`config.mk`:
```
export PLATFORM = sky130hd
export DESIGN_NAME = amin_byte_unit
export DESIGN_NICKNAME = d
export VERILOG_FILES = /design/src/rtl/amin_pkg.sv /design/src/rtl/amin_decode.sv /design/src/rtl/amin_addr.sv /design/src/rtl/amin_umin.sv /design/src/rtl/amin_byte_unit.sv
export SDC_FILE = /design/constraint.sdc
export NUM_CORES = 1
export LEC_CHECK = 0
export CAP_MARGIN = 15
export CORE_ASPECT_RATIO = 0.6
export CORE_MARGIN = 8
export CORE_UTILIZATION = 36
export DETAILED_ROUTE_END_ITERATION = 8
export GPL_TIMING_DRIVEN = 0
export PLACE_DENSITY = 0.78
export SYNTH_ARGS = -nofsm -noshare
export SYNTH_HDL_FRONTEND = slang
export SYNTH_SLANG_ARGS = --single-unit
```
`constraint.sdc`:
```
create_clock -name clk -period 3.66 [get_ports clk]
set_input_delay 0.732 -clock clk [delete_from_list [all_inputs] [get_ports clk]]
set_output_delay 0.732 -clock clk [all_outputs]
set_load 0.05 [all_outputs]
```
`src/rtl/amin_pkg.sv`:
```
package amin_pkg;

  typedef enum logic [2:0] {
    ST_IDLE,
    ST_READ,
    ST_CMP,
    ST_WRITE,
    ST_DONE
  } amin_state_t;

  typedef struct packed {
    logic       legal;
    logic       acq;
    logic       rel;
    logic       tag;
    logic       use_sp;
    logic [4:0] rs;
    logic [4:0] rt;
    logic [4:0] rn;
  } amin_dec_t;

  localparam logic [4:0] ZERO_REG = 5'd31;

endpackage

```
`src/rtl/amin_decode.sv`:
```
module amin_decode
  import amin_pkg::*;
(
  input  logic [31:0] instr,
  input  logic        feat_en,
  output amin_dec_t   dec
);
  logic match;

  always_comb begin
    match      = (instr[31:24] == 8'h38) && instr[21] && (instr[15:10] == 6'b011100);
    dec.legal  = feat_en && match;
    dec.rs     = instr[20:16];
    dec.rt     = instr[4:0];
    dec.rn     = instr[9:5];
    dec.acq    = instr[23] && (instr[4:0] != ZERO_REG);
    dec.rel    = instr[22];
    dec.use_sp = (instr[9:5] == ZERO_REG);
    dec.tag    = (instr[9:5] != ZERO_REG);
  end
endmodule

```
`src/rtl/amin_addr.sv`:
```
module amin_addr #(
  parameter int ADDR_W     = 64,
  parameter int ALIGN_LOG2 = 4
) (
  input  logic              use_sp,
  input  logic [ADDR_W-1:0] sp_val,
  input  logic [ADDR_W-1:0] gpr_val,
  output logic [ADDR_W-1:0] addr,
  output logic              misalign
);
  assign addr = use_sp ? sp_val : gpr_val;

  generate
    if (ALIGN_LOG2 > 0) begin : g_chk
      assign misalign = use_sp && (|sp_val[ALIGN_LOG2-1:0]);
    end else begin : g_nochk
      assign misalign = 1'b0;
    end
  endgenerate
endmodule

```
`src/rtl/amin_umin.sv`:
```
module amin_umin #(
  parameter int DATA_W = 8
) (
  input  logic [DATA_W-1:0] stored,
  input  logic [DATA_W-1:0] operand,
  output logic [DATA_W-1:0] lo,
  output logic              replace
);
  assign replace = operand < stored;
  assign lo      = replace ? operand : stored;
endmodule

```
`src/rtl/amin_byte_unit.sv`:
```
module amin_byte_unit
  import amin_pkg::*;
#(
  parameter int DATA_W     = 8,
  parameter int ADDR_W     = 64,
  parameter int RF_W       = 32,
  parameter int ALIGN_LOG2 = 4
) (
  input  logic              clk,
  input  logic              rst_n,
  input  logic              feat_en,
  input  logic              req_valid,
  input  logic [31:0]       instr,
  output logic              busy,
  output logic [4:0]        rf_base_sel,
  input  logic [ADDR_W-1:0] rf_base_data,
  output logic [4:0]        rf_src_sel,
  input  logic [DATA_W-1:0] rf_src_data,
  input  logic [ADDR_W-1:0] sp_val,
  output logic [ADDR_W-1:0] mem_addr,
  output logic              mem_re,
  input  logic [DATA_W-1:0] mem_rdata,
  output logic              mem_we,
  output logic [DATA_W-1:0] mem_wdata,
  output logic              done,
  output logic              rf_we,
  output logic [4:0]        rf_waddr,
  output logic [RF_W-1:0]   rf_wdata,
  output logic              acq,
  output logic              rel,
  output logic              tag_chk,
  output logic              undef,
  output logic              align_fault
);
  localparam int PAD_W = RF_W - DATA_W;

  amin_state_t       state_q, state_d;
  amin_dec_t         dec;
  logic [ADDR_W-1:0] addr_c, addr_q;
  logic              misalign_c;
  logic [DATA_W-1:0] op_q, load_q, min_q, min_c;
  logic              replace_c;
  logic [4:0]        rt_q;
  logic              acq_q, rel_q, tag_q, undef_q, fault_q;
  logic              start, cap_req, cap_load;

  amin_decode i_dec (
    .instr   (instr),
    .feat_en (feat_en),
    .dec     (dec)
  );

  amin_addr #(.ADDR_W(ADDR_W), .ALIGN_LOG2(ALIGN_LOG2)) i_addr (
    .use_sp   (dec.use_sp),
    .sp_val   (sp_val),
    .gpr_val  (rf_base_data),
    .addr     (addr_c),
    .misalign (misalign_c)
  );

  amin_umin #(.DATA_W(DATA_W)) i_umin (
    .stored  (mem_rdata),
    .operand (op_q),
    .lo      (min_c),
    .replace (replace_c)
  );

  assign rf_base_sel = dec.rn;
  assign rf_src_sel  = dec.rs;
  assign start       = req_valid && (state_q == ST_IDLE);
  assign cap_req     = start;
  assign cap_load    = (state_q == ST_CMP);

  // next-state logic
  always_comb begin
    state_d = state_q;
    unique case (state_q)
      ST_IDLE:  if (start) state_d = (!dec.legal || misalign_c) ? ST_DONE : ST_READ;
      ST_READ:  state_d = ST_CMP;
      ST_CMP:   state_d = replace_c ? ST_WRITE : ST_DONE;
      ST_WRITE: state_d = ST_DONE;
      ST_DONE:  state_d = ST_IDLE;
      default:  state_d = ST_IDLE;
    endcase
  end

  always_ff @(posedge clk or negedge rst_n) begin
    if (!rst_n) state_q <= ST_IDLE;
    else        state_q <= state_d;
  end

  // request capture, enabled on acceptance
  always_ff @(posedge clk) begin
    if (cap_req) begin
      addr_q  <= addr_c;
      op_q    <= rf_src_data;
      rt_q    <= dec.rt;
      acq_q   <= dec.acq && dec.legal;
      rel_q   <= dec.rel && dec.legal;
      tag_q   <= dec.tag && dec.legal;
      undef_q <= !dec.legal;
      fault_q <= dec.legal && misalign_c;
    end
  end

  // loaded byte capture, enabled in the compare state
  always_ff @(posedge clk) begin
    if (cap_load) begin
      load_q <= mem_rdata;
      min_q  <= min_c;
    end
  end

  assign busy        = (state_q != ST_IDLE);
  assign mem_re      = (state_q == ST_READ);
  assign mem_we      = (state_q == ST_WRITE);
  assign mem_addr    = addr_q;
  assign mem_wdata   = min_q;
  assign done        = (state_q == ST_DONE);
  assign rf_we       = done && !undef_q && !fault_q && (rt_q != ZERO_REG);
  assign rf_waddr    = rt_q;
  assign rf_wdata    = {{PAD_W{1'b0}}, load_q};
  assign acq         = acq_q;
  assign rel         = rel_q;
  assign tag_chk     = tag_q;
  assign undef       = undef_q;
  assign align_fault = fault_q;
endmodule

```
======== After elaboration in Yosys (flattened, before gate mapping) ========
Cells that the tools add are included.
operators by class
  muxes and demuxes ....................... 6
  order comparisons ....................... 1
  reduce and logical (&&, ||, !) cells .... 20
  eq/ne operators ......................... 11
operator list
  cell                  number
  $mux W64              1
  $ne A5 B5 Y1 const B  3
  $logic_and A1 B1 Y1   13
  $pmux W3 S4           1
  $mux W3               3
  $eq A8 B6 Y1 const B  1
  $lt A8 B8 Y1          1
  $mux W8               1
  $eq A3 B2 Y1 const B  2
  $eq A6 B5 Y1 const B  1
  $eq A5 B5 Y1 const B  1
  $reduce_or A4 Y1      1
  $eq A3 B1 Y1 const B  1
  $eq A3 B3 Y1 const B  1
  $logic_not A1 Y1      3
  $logic_not A3 Y1      1
  $reduce_bool A3 Y1    1
  $ne A2 B2 Y1 const B  1
  $logic_or A1 B1 Y1    1
storage, ports and cells
  input bits .............................. 180
  bits in registers ....................... 101
  output and inout port bits .............. 129
  logic and storage cells ................. 49

======== Depth between registers and ports, before layout ========
Gate-level depths: netlist (run 1).
  depth in word-level cells ............... 9
  mapped depth ............................ 6
  mapped depth without buffers ............ 6

======== By module ========
From an unflattened synthesis (run 1), not the netlist that was laid out.
unflattened totals
  cell total of the unflattened synthesis .. 284
  area, all modules ....................... 4904.7 µm²
by module, submodules not included
  module          seq. area each (µm²)  cells an instance  area an instance (µm²)  times used
  amin_byte_unit  3017.9                153                3408.3                  1
  amin_addr       0.0                   72                 988.4                   1
  amin_umin       0.0                   32                 301.5                   1
  amin_decode     0.0                   27                 206.4                   1

======== Worst setup path after synthesis (run 1) ========
No wires, ideal clock.
  path type ............................... reg2out
  from .................................... reg state_q[1]
  to ...................................... out rf_we
  cell stages (with the launch flop) ...... 4
  arrival time ............................ 2576 ps
  path buffers ............................ 0
  data required time ...................... 2928 ps
  slack ................................... 352 ps
  cells stage by stage .................... dfrtp_1 -> nor3b_1 -> nand2_1 -> a31oi_1
between the ends
  cells in the longest elaborated chain, start to end .. 4
ends and longest elaborated chain
  element                            RTL line               RTL
  start: declaration                 amin_byte_unit.sv:37   amin_state_t state_q, state_d;
  start signal: assignment           amin_byte_unit.sv:89   else state_q <= state_d;
  $eq A3 B3 Y1                       amin_byte_unit.sv:119  assign done = (state_q == ST_DONE);
  named net done                     amin_byte_unit.sv:25   output logic done,
  $logic_and A1 B1 Y1 (3 in series)  amin_byte_unit.sv:120  assign rf_we = done && !undef_q && !fault_q && (rt_q != ZERO_REG);
  end: declaration                   amin_byte_unit.sv:26   output logic rf_we,
The timed path passes the listed nets, and every way through them passes these cells.

======== Final worst setup path (run 1) ========
  from .................................... in instr[5]
  to ...................................... out rf_base_sel[0]
RTL lines
  element             RTL line              RTL
  start: declaration  amin_byte_unit.sv:13  input logic [31:0] instr,
  end: declaration    amin_byte_unit.sv:15  output logic [4:0] rf_base_sel,
No word-level cell between the ends.

==> out/qor.txt, run 1 <==
outcome - complete, no violations
die width - 161 um
R2R cell count - 4
share of layout cells above drive strength 1 - 21.8%
final hold vios - 0
pre-CTS setup slack - 0.554 ns
total power - 2.99 mW
dpl hpwl - 12.5 mm
Async SR Flop Fraction - 2.97%
CTS Hold Bufs - 0
All-Layer GR Usage - 17.4%
clock-pin slew on the worst setup and hold paths - 0.07 ns
Worst R2R End - mem_wdata[0]
number of synthesized flops with an enable pin - 98
Max Slew Vio Count - 0
Post-synth top flop - edfxtp_1
HP Class - in -> async
first-pass GRT wire length - 21.8 mm
CTS tree - done
clock tree buffer depth - 2
critical path class - in -> out
TritonRoute pass-1 iters - 4
Area Overhead vs Synth - 75.7%
# DRC - 0
RSZ-0062 raised after global routing - false
vias in the first global route - 3,737
crit start category - primary input
crit path setup slack, layout - 0.749 ns
period utilisation layout - 79.5%
DRT antenna net count - 0
Synthesis Warnings - 0
initial antenna violation count - 0
Seq/Total Area, Yosys - 66.9%
post-route setup TNS - 0 ns
Via density - 4.36
syn avg cell area - 16.4 um2
Worst IR Drop VDD - 243 uV
Finish-stage setup viols - 0
GRT overflow - 0
post-synth cell types - 30
wire length per cell - 19.6 um
LEAKAGE - 2.99 nW
placer's final routability congestion estimate - 0.820
Critical Path RT - 2.93 ns
max_cap viols - 0
worst slew pin tran - 0.724 ns
nets - 777
critical-path maximum fanout - 2
Die Span Y - 103 um
CP arrival - 2.18 ns
root buffer cell - clkbuf_16
Critical Path Sink Type - output pin
TritonCTS Buffers - 9
FF+latch count, synth - 101
clk_skew - 0.00543 ns
capture point of the worst path - rf_base_sel[0]
io pins - 309
n_diodes - 0
launch point of the worst reg-to-reg path - op_q[1]
power density cells - 377 mW/mm2
Mapped Area - 0.00451 mm2
largest net degree at the start of global routing - 45
Finished Cell Area - 0.00793 mm2
# rows - 31
Post-CTS Setup Bufs - 0
vias post-DR - 3,310
Initial Util - 37.2%
Register-to-Register Setup Slack - 1.52 ns
post-CTS resize count - 0
latest clock arrival within the worst-skew pair - 0.33 ns
WL final - 14.9 mm
headroom to the max-slew limit - 51.6%
IO buf count - 279
CORE AREA - 0.0121 mm2
f_max - 0.344 GHz
Synth Instances - 275
initial DRC count - 143
cell area after placement - 0.00763 mm2
Tmin final - 2.91 ns
Worst Setup SP - instr[5]
H-tree level count - 3
die area - 0.0165 mm2
# clock sinks - 101
-- stage by stage --
| step | cells | utilization, % | hold slack [ns] |
|---|---|---|---|
| 4_1_cts | 760 | 65.3 | 0.567 |
| 2_1_floorplan | 298 | - | 0.436 |
| 3_3_place_gp | 742 | 62.6 | 0.563 |
| 3_5_place_dp | 744 | 62.8 | 0.562 |
| 5_1_grt | 760 | 65.3 | 0.584 |
| 6_report | 760 | 65.3 | 0.583 |
-- critical path, stage by stage --
cell and delay, ns:
clkdlybuf4s50_1 0.53, buf_4 0.13, clkdlybuf4s50_1 0.79
-- per-layer routing --
layer  global-route usage (%)  share of wire, %
met3                     8.73                11
met1                     17.9                36
met5                        0                 0
met2                     32.4                52
met4                     2.57              0.26
-- cell usage after synthesis (all sizes together) (2+ instances only) --
master / instances / area (um2)
edfxtp: 98 / 2940
mux2: 72 / 811
buf: 41 / 287
inv: 11 / 41.3
ha: 7 / 87.6
nor2: 6 / 22.5
nand2: 5 / 18.8
dfrtp: 3 / 75.1
nand2b: 3 / 18.8
nor3: 3 / 15.0
o21ai: 3 / 15.0
a21oi: 2 / 10.0
a31oi: 2 / 27.5
and3: 2 / 12.5
and4b: 2 / 20.0
nand3: 2 / 10.0
nor4: 2 / 12.5
o2bb2ai: 2 / 17.5
-- power breakdown --
group | internal (mW) | switching, mW
registers | 1.33 | 0.0154
clock network | 0.534 | 0.416
logic | 0.327 | 0.366
total | 2.20 | 0.798
-- logic make-up after synthesis --
family / count (synthesis) / share of synthesized area, %
buffers and inverters: 52 / 7.26
AOI/OAI and AO/OA: 13 / 2.36
DFF: 101 / 66.9
other: 1 / 0.0831
muxes: 72 / 18.0
and+or+nand+nor: 29 / 3.55
adders and majority gates: 7 / 1.94
-- placed cells by master (no fill, tap or decap), drive strengths merged, types with 2 or more instances in the layout --
cell and count:
a21oi 2, a31oi 2, and3 2, and4b 2, buf 43, clkbuf 9
clkdlybuf4s50 279, clkinv 4, conb 24, dfrtp 3, edfxtp 98, ha 7
inv 12, mux2 72, nand2 5, nand2b 3, nand3 2, nor2 6
nor3 3, nor4 2, o21ai 3, o2bb2ai 2
-- how the worst min path moves through the flow --
stage | startpoint | endpoint | slack (ns) | cells after the start
after floorplan | rst_n | state_q[0] | 0.44 | 0
after CTS | rst_n | state_q[2] | 0.57 | 1
after global routing | rst_n | state_q[2] | 0.58 | 1
final | rst_n | state_q[2] | 0.58 | 1
after global placement | op_q[6] | mem_wdata[6] | 0.56 | 1
after detailed placement | op_q[0] | mem_wdata[0] | 0.56 | 1
-- registers in the layout, summed over array words and instances, names as in the netlist --
name,count
mem_addr,64
rel,1
load_q,8
tag_chk,1
state_q,3
op_q,8
acq,1
rf_waddr,5
align_fault,1
undef,1
mem_wdata,8
-- final cells by class --
class | count | area (um2)
Multi-Input combinational cell | 145 | 1250
Fill cell | 917 | 4210
Sequential cell | 101 | 3020
Clock buffer | 9 | 225
Tap cell | 165 | 206
Clock inverter | 7 | 75.1
Inverter | 11 | 43.8
Buffer | 41 | 287
Timing Repair Buffer | 281 | 2820
Power figures use the tool's default switching activity.
==> run 2: changes to the inputs <==
==> constraint.sdc (replaced) <==
create_clock -name clk -period 2.8 [get_ports clk]
set_input_delay 0.56 -clock clk [delete_from_list [all_inputs] [get_ports clk]]
set_output_delay 0.56 -clock clk [all_outputs]
set_load 0.05 [all_outputs]
==> run 2 against run 1 <==
Against the previous run:
- hold slack got worse by 0.18 ns
- register-to-register slack worse by 0.86 ns
- count of clock-buffer cells in the layout is 1 higher
- critical path depth is 1 higher
- sequential share of layout area shrank 0.14 points
- critical path type is now reg -> out
- critical endpoint is now rf_we
==> out/qor.txt, run 2 (same netlist as run 1, synthesis figures left out) <==
headroom to the max-slew limit - 54.1% (+2.5 points)
latest clock arrival within the worst-skew pair - 0.33 ns (about the same)
largest net degree at the start of global routing - 46 (+2.2%)
commonest non-fill, non-tap cell in the layout - clkdlybuf4s50_1
dpl hpwl - 12.2 mm (-2.1%)
Internal - 2.96 mW (+35%)
Crit-path slowest cell - clkdlybuf4s50_1
Post-CTS Setup Bufs - 0 (unchanged)
CP bufs+invs - 1 (-2)
TritonRoute pass-1 iters - 4 (unchanged)
crit-path cells - nor3b_2 -> nand2_1 -> a31oi_1 -> clkdlybuf4s50_1
initial DRC count - 82 (-43%)
Initial Util - 37.2% (unchanged)
critical-path maximum fanout - 4 (+2)
nets - 777 (unchanged)
first-pass GRT wire length - 21.1 mm (-2.8%)
WL final - 14.5 mm (-2.6%)
LEAKAGE - 3.00 nW (+0.32%)
vias post-DR - 3,324 (+0.42%)
H-tree level count - 3 (unchanged)
Clock power frac - 33.1% (+1.4 points)
io pins - 309 (unchanged)
max FFs per register - 64 (unchanged)
# clock sinks - 101 (unchanged)
Finished Cell Area - 0.00796 mm2 (+0.38%)
# DRC - 0 (unchanged)
Sw Ratio - 25.8% (-0.90 points)
Critical Path Sink Type - output pin
clock tree buffer depth - 2 (unchanged)
final hold vios - 0 (unchanged)
post-route setup TNS - 0 ns (unchanged)
outcome - complete, no violations
met1 global-route usage - 18.9% (+0.94 points)
n_diodes - 0 (unchanged)
placer's final routability congestion estimate - 0.837 (+2.0%)
IO buf count - 279 (unchanged)
Tmin final - 2.65 ns
total power - 3.99 mW (+33%)
period utilisation layout - 94.8%
cell area after placement - 0.00764 mm2 (+0.11%)
GRT overflow - 0 (unchanged)
f_max - 0.377 GHz
TritonCTS Buffers - 9 (unchanged)
Die Span Y - 103 um (unchanged)
Finish-stage setup viols - 0 (unchanged)
CORE AREA - 0.0121 mm2 (unchanged)
CTS Hold Bufs - 0 (unchanged)
post-CTS resize count - 0 (unchanged)
Worst Setup SP - state_q[1]
Critical Path RT - 2.24 ns (-0.69 ns)
vias in the first global route - 3,701 (-0.96%)
CTS tree - done
critical path class - reg -> out
worst slew pin tran - 0.686 ns (-0.0373 ns)
CP peak stage delay - 0.84 ns (+0.05 ns)
HP Class - in -> async
Gate power share - 22.7% (-0.5 points)
clock-pin slew on the worst setup and hold paths - 0.07 ns (about the same)
initial antenna violation count - 0 (unchanged)
max_cap viols - 0 (unchanged)
wire length per cell - 19.0 um (-2.6%)
power density cells - 501 mW/mm2 (+33%)
DRT antenna net count - 0 (unchanged)
clk_skew - 0.00577 ns (+0.000345 ns)
root buffer cell - clkbuf_16
most frequent cells in the layout - 279 x clkdlybuf4s50_1, 98 x edfxtp_1, 72 x mux2_2
Via density - 4.37 (+0.42%)
GR Layer Usage met2 - 29.8% (-2.6 points)
Net Sw Power - 1.03 mW (+29%)
Max Slew Vio Count - 0 (unchanged)
Seq pwr share - 44.2% (-0.9 points)
All-Layer GR Usage - 16.9% (-0.54 points)
global routing's busiest layer - met2
fin util - 65.6% (+0.25 points)
share of layout cells above drive strength 1 - 22.0% (+0.17 points)
Area Overhead vs Synth - 76.3%
die width - 161 um (unchanged)
launch point of the worst reg-to-reg path - op_q[1]
crit start category - flip-flop
# rows - 31 (unchanged)
CP arrival - 2.09 ns (-0.09 ns)
RSZ-0062 raised after global routing - false
met3 Resource Use GR - 8.05% (-0.68 points)
die area - 0.0165 mm2 (unchanged)
CP delay by family, top - buffers and inverters
Worst IR Drop VDD - 291 uV (+20%)
==> run 2: final timing paths <==
path                                      to  slack [ns]  depth (start not counted)
worst max register to register  mem_wdata[4]        0.66                          4
worst min register to register  mem_wdata[5]        0.59                          1
max in group asynchronous         state_q[1]        2.25                          1
worst max-delay path                   rf_we        0.15                          4
worst min-delay path              state_q[2]        0.41                          1
min in group clk                mem_wdata[5]        0.59                          1
==> run 2: area by class of cell <==
cell class / count / area (um2)
Buffer: 41 / 287
Tap cell: 165 / 206
Clock inverter: 6 / 92.6
Timing Repair Buffer: 281 / 2820
Fill cell: 898 / 4180
Sequential cell: 101 / 3020
Multi-Input combinational cell: 145 / 1260
Inverter: 11 / 43.8
Clock buffer: 10 / 229
==> run 2: worst reg2reg max path, stage by stage, from the launching register on <==
cell and delay, ns:
edfxtp_1 0.39, ha_1 0.28, a2111o_1 0.42, a31oi_4 0.41
mux2_2 0.38
==> run 2: routing by layer <==
| metal | part of all wire [%] | up-vias |
|---|---|---|
| li1 | - | 1608 |
| met1 | 39 | 1572 |
| met2 | 51 | 142 |
| met3 | 10 | 2 |
| met4 | 0.21 | 0 |
| met5 | 0 | - |
==> run 2: metrics by stage <==
stage / setup slack [ns] / instances / hold WS (ns)
3_3_place_gp: -1.09 / 742 / 0.553
3_5_place_dp: -0.0951 / 744 / 0.564
6_report: 0.147 / 760 / 0.407
2_1_floorplan: 0.0451 / 298 / 0.264
4_1_cts: 0.110 / 760 / 0.392
5_1_grt: 0.0128 / 760 / 0.396
==> run 2: power by group through the flow <==
stage	registers, mW	clock network, mW	logic [mW]
after CTS	1.77	1.36	0.911
final	1.76	1.32	0.906
after detailed placement	1.80	0	0.906
after global placement	1.80	0	0.892
after floorplan	2.01	0	0.273
after global routing	1.77	1.41	0.949
